===== src/rtl/chan_mode_pkg.sv =====
package chan_mode_pkg;

    localparam int CNT_W = 3;
    localparam int DLY_W = 8;
    localparam logic [7:0] CLR_KEY = 8'hFF;

    typedef enum logic [1:0] {
        MODE_OFF  = 2'b00,
        MODE_CR   = 2'b01,
        MODE_PER  = 2'b10,
        MODE_BCHK = 2'b11
    } chan_mode_e;

    typedef struct packed {
        logic [1:0]       chk;
        logic             enable;
        logic [CNT_W-1:0] pulses;
    } ctrl_fields_t;

    function automatic int unsigned dly_cycles(input logic [DLY_W-1:0] d,
                                               input int unsigned unit);
        return int'(d) * unit;
    endfunction

endpackage


===== src/rtl/cmc_mode_fsm.sv =====
module cmc_mode_fsm
    import chan_mode_pkg::*;
(
    input  logic       clk,
    input  logic       rst,
    input  logic       clr,
    input  logic       ctrl_wr,
    input  logic [1:0] ctrl_chk,
    input  logic       ctrl_en,
    input  logic       per_wr,
    input  logic       per_en,
    output chan_mode_e mode_o
);

    chan_mode_e st, nxt;

    always_comb begin
        nxt = st;
        if (clr)
            nxt = MODE_OFF;
        else if (ctrl_wr && st != MODE_PER && ctrl_chk == 2'b11)
            nxt = MODE_BCHK;
        else if (ctrl_wr && st == MODE_OFF && ctrl_en)
            nxt = MODE_CR;
        else if (ctrl_wr && st == MODE_CR && !ctrl_en)
            nxt = MODE_OFF;
        else if (per_wr && st == MODE_CR && per_en)
            nxt = MODE_PER;
    end

    always_ff @(posedge clk) begin
        if (rst) st <= MODE_OFF;
        else     st <= nxt;
    end

    assign mode_o = st;

    p_clear_r4: assert property (@(posedge clk) disable iff (rst)
        clr |=> st == MODE_OFF);
    p_chk_priority_r3: assert property (@(posedge clk) disable iff (rst)
        (ctrl_wr && ctrl_chk == 2'b11 && st != MODE_PER && !clr) |=> st == MODE_BCHK);
    p_chk_hold_r3: assert property (@(posedge clk) disable iff (rst)
        (st == MODE_BCHK && !clr) |=> st == MODE_BCHK);
    p_per_lock_r8: assert property (@(posedge clk) disable iff (rst)
        (st == MODE_PER && !clr) |=> st == MODE_PER);

endmodule


===== src/rtl/cmc_cmd_sched.sv =====
module cmc_cmd_sched
    import chan_mode_pkg::*;
#(
    parameter int SLOT_CYC = 5000
) (
    input  logic       clk,
    input  logic       rst,
    input  logic       clr,
    input  chan_mode_e mode,
    input  logic       tx_wr,
    output logic       cmd_start_o,
    output logic       tx_empty_o
);

    localparam int GW = $clog2(SLOT_CYC + 1);

    logic          pend;
    logic [GW-1:0] guard;

    always_ff @(posedge clk) begin
        if (rst || clr) begin
            pend        <= 1'b0;
            guard       <= '0;
            cmd_start_o <= 1'b0;
        end else begin
            cmd_start_o <= 1'b0;
            if (guard != '0) guard <= guard - 1'b1;
            if (mode != MODE_CR) begin
                pend <= 1'b0;
            end else if (pend && guard == '0) begin
                cmd_start_o <= 1'b1;
                pend        <= 1'b0;
                guard       <= GW'(SLOT_CYC - 1);
            end else if (!pend && tx_wr) begin
                pend <= 1'b1;
            end
        end
    end

    assign tx_empty_o = !pend;

    p_drop_r7: assert property (@(posedge clk) disable iff (rst)
        (pend && mode != MODE_CR) |=> !pend);
    p_launch_r6: assert property (@(posedge clk) disable iff (rst)
        (pend && guard == '0 && mode == MODE_CR && !clr) |=> cmd_start_o);
    p_start_mode_r5: assert property (@(posedge clk) disable iff (rst)
        cmd_start_o |-> $past(mode) == MODE_CR);

endmodule


===== src/rtl/cmc_brc_gen.sv =====
module cmc_brc_gen
    import chan_mode_pkg::*;
#(
    parameter int SLOT_CYC = 5000,
    parameter int DLY_UNIT = 5
) (
    input  logic             clk,
    input  logic             rst,
    input  logic             clr,
    input  chan_mode_e       mode,
    input  logic             per_wr,
    input  logic             per_brc,
    input  logic             per_auto,
    input  logic [DLY_W-1:0] per_dly,
    output logic             brc_start_o
);

    localparam int DW = $clog2((2**DLY_W - 1) * DLY_UNIT + 1);
    localparam int PW = $clog2(SLOT_CYC + 1);

    logic             auto_q, armed;
    logic [DLY_W-1:0] dly_q;
    logic [DW-1:0]    wcnt;
    logic [PW-1:0]    pcnt;

    logic             wr_per, wr_cfg, auto_n, man_trig, auto_rise, auto_tick, trig;
    logic [DLY_W-1:0] dly_n;

    always_comb begin
        wr_per    = per_wr && mode == MODE_PER;
        wr_cfg    = per_wr && (mode == MODE_CR || mode == MODE_PER);
        dly_n     = wr_cfg ? per_dly : dly_q;
        auto_n    = wr_per ? per_auto : auto_q;
        man_trig  = wr_per && per_brc && !per_auto;
        auto_rise = auto_n && !auto_q;
        auto_tick = auto_q && auto_n && pcnt == '0;
        trig      = man_trig || auto_rise || auto_tick;
    end

    always_ff @(posedge clk) begin
        if (rst || clr) begin
            auto_q      <= 1'b0;
            armed       <= 1'b0;
            dly_q       <= '0;
            wcnt        <= '0;
            pcnt        <= '0;
            brc_start_o <= 1'b0;
        end else begin
            brc_start_o <= 1'b0;
            dly_q       <= dly_n;
            auto_q      <= auto_n;
            if (auto_rise || auto_tick)
                pcnt <= PW'(SLOT_CYC - 1);
            else if (auto_q && pcnt != '0)
                pcnt <= pcnt - 1'b1;
            if (trig) begin
                armed <= 1'b1;
                wcnt  <= DW'(dly_cycles(dly_n, DLY_UNIT));
            end else if (armed) begin
                if (wcnt == '0) begin
                    brc_start_o <= 1'b1;
                    armed       <= 1'b0;
                end else begin
                    wcnt <= wcnt - 1'b1;
                end
            end
        end
    end

    p_brc_in_per_r9: assert property (@(posedge clk) disable iff (rst)
        brc_start_o |-> mode == MODE_PER);
    p_auto_off_r10: assert property (@(posedge clk) disable iff (rst)
        (mode != MODE_PER) |-> !auto_q);

endmodule


===== src/rtl/cmc_disc_burst.sv =====
module cmc_disc_burst
    import chan_mode_pkg::*;
#(
    parameter int DISC_PER  = 1250,
    parameter int DISC_HIGH = 160
) (
    input  logic         clk,
    input  logic         rst,
    input  logic         clr,
    input  chan_mode_e   mode,
    input  logic         ctrl_wr,
    input  ctrl_fields_t ctrl_f,
    output logic         pulse_o
);

    localparam int PHW = (DISC_PER > 1) ? $clog2(DISC_PER) : 1;

    logic [CNT_W-1:0] left;
    logic [PHW-1:0]   ph;
    logic             busy, launch;

    assign busy   = left != '0;
    assign launch = mode == MODE_CR && ctrl_wr && ctrl_f.chk != 2'b11 &&
                    ctrl_f.enable && ctrl_f.pulses != '0 && !busy;

    always_ff @(posedge clk) begin
        if (rst || clr) begin
            left <= '0;
            ph   <= '0;
        end else if (mode != MODE_CR) begin
            left <= '0;
            ph   <= '0;
        end else if (launch) begin
            left <= ctrl_f.pulses;
            ph   <= '0;
        end else if (busy) begin
            if (ph == PHW'(DISC_PER - 1)) begin
                ph   <= '0;
                left <= left - 1'b1;
            end else begin
                ph <= ph + 1'b1;
            end
        end
    end

    assign pulse_o = busy && (32'(ph) < DISC_HIGH);

    p_no_reload_r11: assert property (@(posedge clk) disable iff (rst)
        (busy && !clr) |=> left <= $past(left));
    p_abort_r11: assert property (@(posedge clk) disable iff (rst)
        (mode != MODE_CR) |=> !busy);

endmodule


===== src/rtl/chan_mode_ctrl.sv =====
module chan_mode_ctrl
    import chan_mode_pkg::*;
#(
    parameter int SLOT_CYC  = 5000,
    parameter int DLY_UNIT  = 5,
    parameter int DISC_PER  = 1250,
    parameter int DISC_HIGH = 160
) (
    input  logic       clk,
    input  logic       rst,
    input  logic       ctrl_wr,
    input  logic [1:0] ctrl_chk,
    input  logic       ctrl_en,
    input  logic [2:0] ctrl_pulses,
    input  logic       per_wr,
    input  logic       per_brc,
    input  logic       per_auto,
    input  logic       per_en,
    input  logic [7:0] per_dly,
    input  logic       clr_wr,
    input  logic [7:0] clr_val,
    input  logic       tx_wr,
    output logic [1:0] mode,
    output logic       tx_empty,
    output logic       cmd_start,
    output logic       brc_start,
    output logic       disc_pulse
);

    chan_mode_e   cur_mode;
    ctrl_fields_t ctrl_f;
    logic         clr;

    assign clr    = clr_wr && clr_val == CLR_KEY;
    assign ctrl_f = '{chk: ctrl_chk, enable: ctrl_en, pulses: ctrl_pulses};
    assign mode   = cur_mode;

    cmc_mode_fsm u_fsm (
        .clk(clk), .rst(rst), .clr(clr),
        .ctrl_wr(ctrl_wr), .ctrl_chk(ctrl_chk), .ctrl_en(ctrl_en),
        .per_wr(per_wr), .per_en(per_en),
        .mode_o(cur_mode)
    );

    cmc_cmd_sched #(.SLOT_CYC(SLOT_CYC)) u_sched (
        .clk(clk), .rst(rst), .clr(clr), .mode(cur_mode),
        .tx_wr(tx_wr), .cmd_start_o(cmd_start), .tx_empty_o(tx_empty)
    );

    cmc_brc_gen #(.SLOT_CYC(SLOT_CYC), .DLY_UNIT(DLY_UNIT)) u_brc (
        .clk(clk), .rst(rst), .clr(clr), .mode(cur_mode),
        .per_wr(per_wr), .per_brc(per_brc), .per_auto(per_auto),
        .per_dly(per_dly), .brc_start_o(brc_start)
    );

    cmc_disc_burst #(.DISC_PER(DISC_PER), .DISC_HIGH(DISC_HIGH)) u_disc (
        .clk(clk), .rst(rst), .clr(clr), .mode(cur_mode),
        .ctrl_wr(ctrl_wr), .ctrl_f(ctrl_f), .pulse_o(disc_pulse)
    );

    p_reset_idle_r1: assert property (@(posedge clk) disable iff (rst)
        $past(rst) |-> (mode == 2'b00 && tx_empty && !cmd_start && !brc_start));

endmodule


===== config.mk =====
export PLATFORM = sky130hd
export DESIGN_NAME = chan_mode_ctrl
export DESIGN_NICKNAME = d
export VERILOG_FILES = /design/src/rtl/chan_mode_pkg.sv /design/src/rtl/cmc_mode_fsm.sv /design/src/rtl/cmc_cmd_sched.sv /design/src/rtl/cmc_brc_gen.sv /design/src/rtl/cmc_disc_burst.sv /design/src/rtl/chan_mode_ctrl.sv
export SDC_FILE = /design/constraint.sdc
export NUM_CORES = 1
export LEC_CHECK = 0
export CORE_MARGIN = 2
export CORE_UTILIZATION = 35
export CTS_CLUSTER_DIAMETER = 150
export DETAILED_ROUTE_END_ITERATION = 8
export DONT_BUFFER_PORTS = 1
export GPL_ROUTABILITY_DRIVEN = 0
export PLACE_DENSITY = 0.51
export RECOVER_POWER = 100
export REMOVE_ABC_BUFFERS = 1
export SLEW_MARGIN = 10
export SYNTH_ARGS = -nofsm -noshare
export SYNTH_HDL_FRONTEND = slang
export SYNTH_SLANG_ARGS = --single-unit

===== constraint.sdc =====
create_clock -name clk -period 3.5 [get_ports clk]
set_clock_uncertainty 0.2 [all_clocks]
set_input_delay 0.7 -clock clk [delete_from_list [all_inputs] [get_ports clk]]
set_output_delay 0.7 -clock clk [all_outputs]
set_load 0.05 [all_outputs]

==> results of run 1 <==
layout by cell type (no fill, tap or decap), drive strengths merged, types with 3 or more instances in the layout:
master	instances
ha	20
nor3	14
a21oi	23
inv	22
nor3b	3
buf	6
o21ai	10
nor2b	7
nand4	10
or3	7
a21o	4
or4	6
mux2	3
nor4	6
a211oi	20
dfxtp	66
clkbuf	16
nand2	32
o31ai	4
nor2	70
xor2	14
xnor2	15
nand3	11
mux2i	13
and2	3
and3	4
cell type report:
type	instances	area, sq um	area share, %
Tap cell	136	170	4.16
Inverter	22	82.6	2.02
Clock buffer	12	155	3.79
Sequential cell	66	1320	32.3
Timing Repair Buffer	10	63.8	1.56
Multi-Input combinational cell	334	2260	55.2
Clock inverter	2	37.5	0.918
worst min path at each step:
stage	to	cells after the start
2_1_floorplan	u_brc.brc_start_o	1
3_3_place_gp	u_sched.guard[0]	1
3_5_place_dp	u_sched.guard[0]	1
4_1_cts	u_disc.left[1]	2
5_1_grt	u_disc.left[1]	2
6_report	u_disc.left[1]	2
per-layer routing:
layer,vias to the layer above,part of all wire (%),track usage (%)
met3,8,4.6,5.71
met2,27,45,24.4
met5,-,0,0
met4,0,1.4,5.38
met1,1393,49,18.9
li1,1563,-,-
cells by family (layout without fill, tap and decap cells):
logic type | count (synthesis) | in the layout | synth area share, %
buffers and inverters | 29 | 46 | 3.43
adders and majority gates | 21 | 21 | 7.26
DFF | 66 | 66 | 35.5
and+or+nand+nor | 187 | 187 | 26.6
xor gates and xnor gates | 29 | 29 | 6.82
AOI/OAI and AO/OA | 81 | 81 | 16.1
muxes | 16 | 16 | 4.40
registers in the layout (all words and copies together), names as in the netlist:
register             flops
u_brc.armed              1
u_brc.auto_q             1
u_brc.brc_start_o        1
u_brc.dly_q              8
u_brc.pcnt              13
u_brc.wcnt              11
u_disc.left              3
u_disc.ph               11
u_fsm.mode_o             2
u_sched.cmd_start_o      1
u_sched.guard           13
u_sched.pend             1
through the flow:
stage	hold slack [ns]	util [%]	cell area, sq um	total power [mW]
4_1_cts	0.262	39.9	4120	2.42
3_3_place_gp	0.283	38.0	3930	1.75
3_5_place_dp	0.279	38.0	3930	1.75
5_1_grt	0.267	39.6	4090	2.52
2_1_floorplan	0.237	-	3680	1.59
6_report	0.286	39.6	4090	2.35
where the power goes:
| part | switching [mW] | leakage, nW | internal [mW] |
|---|---|---|---|
| clock | 0.294 | 0.0946 | 0.361 |
| sequential | 0.0908 | 0.536 | 0.840 |
| combinational | 0.451 | 0.943 | 0.317 |
| total | 0.835 | 1.57 | 1.52 |
critical path, stage by stage (launching register included):
cell,delay [ns]
dfxtp_1,0.33
inv_1,0.07
ha_1,0.30
nand2_2,0.13
mux2_2,0.38
ha_1,0.30
ha_1,0.23
inv_1,0.08
fa_1,0.20
nor2b_1,0.07
o31a_2,0.30
a211o_1,0.29
o211a_1,0.13
a211oi_1,0.19
what timing repair did:
action                     4_1_cts  5_1_grt
hold endpoints to repair         0        0
setup endpoints to repair        0        2
resized for setup                0        4
setup buffers                    0        0
==> flow_summary.ini, run 1 <==
[clocking]
path_clk_slew_ns = 0.07
numCtsBuffers = 9
insertion_delay_ns = 0.35
cts-htree-levels = 3
cts-root-buf = clkbuf_8
hold_buffers = 0
clock_path_buffers = 2
clock_sinks = 66
cts_tree = built

[setup_path]
crit_start = u_fsm.mode_o[0]
reg2reg_slack_ns = 0.21
worstSetupPathType = flip-flop to flip-flop
rr_endpoint = u_brc.wcnt[9]
crit_path_end_kind = flip-flop
start_kind = flip-flop
worstPathRequired_ns = 3.55
r2r_start = u_fsm.mode_o[0]
r2r_cells = 13
cp.arrival_ns = 3.34
crit_end = u_brc.wcnt[9]
worstPathMaxFanout = 4

[synth]
synth_ff_type = dfxtp_1
synth-seq-cells = 66
yosysMostFrequentCell = nor2_1
ys_warn_count = 0
syn_area_sq_mm = 0.00372
syn_area_per_cell_sq_um = 8.68
synth_area_leader_cell = dfxtp_1
synth_cells = 429
synth_sequential_area_ratio_pct = 35.5
synth_edf_count = 0
ys_types = 66
synth_top_cells_by_count = 69 x nor2_1, 66 x dfxtp_1, 32 x nand2_1, 23 x a21oi_1, 22 x inv_1
synth_top_area_share_pct = 35.5
async_flop_share_pct = 0
synth_area_leaders = dfxtp_1 35%, nor2_1 7.0%, ha_1 6.7%

[cells_and_area]
final_cells = 582
fillers = 1068
drive_gt1_share_pct = 9.64
syn_to_final_growth_pct = 9.81
nets = 495
n_antenna_cell = 0

[placement]
placed_cells = 568
port_buffers = 0
dp_hpwl_um = 5790
pre_cts_ws_ns = 0.153

[global_route]
grt_max_degree = 41
grt_pass1_wl_um = 13900
grt_pass1_vias = 2991
antenna_found_initial = 0
overflow = 0
globalRouteTotalUtil_pct = 15.3

[pwr]
leakage_nw = 1.57
power_density_mw_per_mm2 = 575
vdd_drop_max_uv = 280

[status]
status = completed

[route]
drt-initial-drc-count = 175
vias_per_cell = 5.14
num_vias = 2991
ant_nets = 0
drc = 0
wl_per_cell_um = 13.7
firstDrtPassIters = 4
wirelength_um = 7980

[floorplan]
start_util_pct = 36.1
die-area_sq_mm = 0.0115
row_count = 37
core_sq_mm = 0.0103
fp.dieH_um = 107
io_pins = 37
die_x_um = 107

[sta]
period_needed_ns = 3.29
setup_viol = 0
timing.fmax_ghz = 0.304
tns_ns = 0
hold_violations = 0
slew_viol_final = 0
worst_pin_slew_ns = 0.762
min_period_over_period_pct = 94.0
rsz0062_at_grt = no
relSlewSlack_pct = 49.2
fin_ws_ns = 0.209

[hold_path]
hp-class = input port to flip-flop
hp-start = ctrl_pulses[1]

[flow_run]
maxCapViolations = 0
(Power assumes the default switching activity.)
==> run 2: changes to the inputs <==
--- a/config.mk
+++ b/config.mk
@@ -7,10 +7,11 @@
 export LEC_CHECK = 0
 export CORE_MARGIN = 2
 export CORE_UTILIZATION = 35
+export CTS_BUF_LIST = sky130_fd_sc_hd__clkbuf_4 sky130_fd_sc_hd__clkbuf_8 sky130_fd_sc_hd__clkbuf_16
 export CTS_CLUSTER_DIAMETER = 150
 export DETAILED_ROUTE_END_ITERATION = 8
 export DONT_BUFFER_PORTS = 1
-export GPL_ROUTABILITY_DRIVEN = 0
+export GPL_ROUTABILITY_DRIVEN = 1
 export PLACE_DENSITY = 0.51
 export RECOVER_POWER = 100
 export REMOVE_ABC_BUFFERS = 1
==> run 2 against run 1 <==
  * Final cell count unchanged
  * Clock-buffer cell count unchanged
  * Sequential share of layout area about the same
  * Maximum frequency about the same
  * Clock power increased by 1%
==> flow_summary.ini, run 2 (synthesized netlist as in run 1, its figures left out) <==
[cells_and_area]
layout_common_cells = 70 x nor2_1, 66 x dfxtp_1, 31 x nand2_1, 23 x a21oi_1, 22 x inv_1
fillers = 1067
n_antenna_cell = 0
drive_gt1_share_pct = 9.87
multiInputGateArea_sq_mm = 0.00226
regArea_sq_mm = 0.00132
largestRegisters = u_brc.pcnt x13, u_sched.guard x13
finalCoreUtilization_pct = 39.7
mostFrequentLayoutCell = nor2_1
nets = 495
syn_to_final_growth_pct = 9.91
final_cells = 582

[route]
ant_nets = 0
drt-initial-drc-count = 175
firstDrtPassIters = 4
wl_per_cell_um = 13.7
num_vias = 2996
vias_per_cell = 5.15
wirelength_um = 7980
drc = 0

[setup_path]
r2r_cells = 13
cp.arrival_ns = 3.34
r2r_start = u_fsm.mode_o[0]
start_kind = flip-flop
reg2reg_slack_ns = 0.21
crit_path_end_kind = flip-flop
worstPathMaxFanout = 4
worstPathRequired_ns = 3.55
rr_endpoint = u_brc.wcnt[9]
worstSetupPathType = flip-flop to flip-flop

[placement]
placed_cells = 568
gp_congestion = 0.772
port_buffers = 0
dp_hpwl_um = 5790

[pwr]
switchingPower_uw = 836
sw_frac_of_total_pct = 35.4
combPwrFrac_pct = 32.5
power_density_mw_per_mm2 = 577
internal-power_mw = 1.53
seq_power_share_pct = 39.4
clkPwrFrac_pct = 28.1
vdd_drop_max_uv = 280
leakage_nw = 1.58

[floorplan]
io_pins = 37
die_x_um = 107
fp.dieH_um = 107
start_util_pct = 36.1
row_count = 37
core_sq_mm = 0.0103
die-area_sq_mm = 0.0115

[sta]
worst_pin_slew_ns = 0.762
relSlewSlack_pct = 49.2
setup_viol = 0
rsz0062_at_grt = no
slew_viol_final = 0
period_needed_ns = 3.29
min_period_over_period_pct = 94.0
timing.fmax_ghz = 0.304
hold_violations = 0

[clocking]
cts-root-buf = clkbuf_8
cts_setup_buffers = 0
cts-htree-levels = 3
cts_tree = built
numCtsBuffers = 9
path_clk_slew_ns = 0.07
clock_path_buffers = 2
hold_buffers = 0
ctsResizeCount = 0
clock_sinks = 66
insertion_delay_ns = 0.35

[hold_path]
whs_endpoint = u_disc.left[1]
hp-class = input port to flip-flop
min_path_cells = 2
hp-start = ctrl_pulses[1]

[global_route]
globalRouteTotalUtil_pct = 15.3
grt_pass1_vias = 2991
grt_max_degree = 41
use_met2_pct = 24.4
overflow = 0
grt-busiest-layer = met2
grt.met1_usage_pct = 18.9
antenna_found_initial = 0
grt_pass1_wl_um = 13900
grtUsageMet3_pct = 5.71

[flow_run]
maxCapViolations = 0

[status]
status = completed
[run 2: worst max-delay path by stage]
stage                    start       endpoint  slack [ns]  cells after the start
2_1_floorplan  u_fsm.mode_o[0]  u_brc.wcnt[9]       -0.22                     13
3_3_place_gp            per_wr  u_brc.wcnt[9]        0.20                     11
3_5_place_dp            per_wr  u_brc.wcnt[9]        0.15                     11
4_1_cts        u_fsm.mode_o[0]  u_brc.wcnt[9]        0.12                     13
5_1_grt        u_fsm.mode_o[0]  u_brc.wcnt[9]       0.007                     13
6_report       u_fsm.mode_o[0]  u_brc.wcnt[9]        0.21                     13
[run 2: cell type report]
cell class | instances | area share (%)
clock buffers | 12 | 3.88
clock inverters | 2 | 0.917
inverters | 22 | 2.02
multi-input cells | 334 | 55.2
flip-flops and latches | 66 | 32.3
well taps | 136 | 4.16
repair buffers | 10 | 1.56
[run 2: metal layers]
metal,vias up,share of wire [%]
met4,0,1.4
met5,-,0
met2,33,45
met1,1392,49
li1,1563,-
met3,8,4.6
[run 2: stage by stage]
stage | power [mW] | setup WS (ns) | TNS (ns) | hold WS (ns) | instance area [sq um]
CTS | 2.43 | 0.124 | 0 | 0.262 | 4120
global placement | 1.75 | 0.201 | 0 | 0.283 | 3930
global route | 2.53 | 0.00708 | 0 | 0.268 | 4090
finish | 2.36 | 0.209 | 0 | 0.287 | 4090
floorplan | 1.59 | -0.217 | -0.234 | 0.237 | 3680
detailed placement | 1.75 | 0.153 | 0 | 0.279 | 3930
[run 2: critical path, stage by stage (launching register included)]
cell,delay (ns)
dfxtp_1,0.33
inv_1,0.07
ha_1,0.30
nand2_2,0.13
mux2_2,0.38
ha_1,0.30
ha_1,0.23
inv_1,0.08
fa_1,0.20
nor2b_1,0.07
o31a_2,0.30
a211o_1,0.29
o211a_1,0.13
a211oi_1,0.19
[run 2: power by group through the flow]
stage	Clock (mW)	Combinational (mW)	Sequential [mW]
floorplan	0	0.659	0.936
global placement	0	0.798	0.949
detailed placement	0	0.804	0.949
CTS	0.689	0.809	0.932
global route	0.716	0.869	0.947
finish	0.663	0.768	0.931
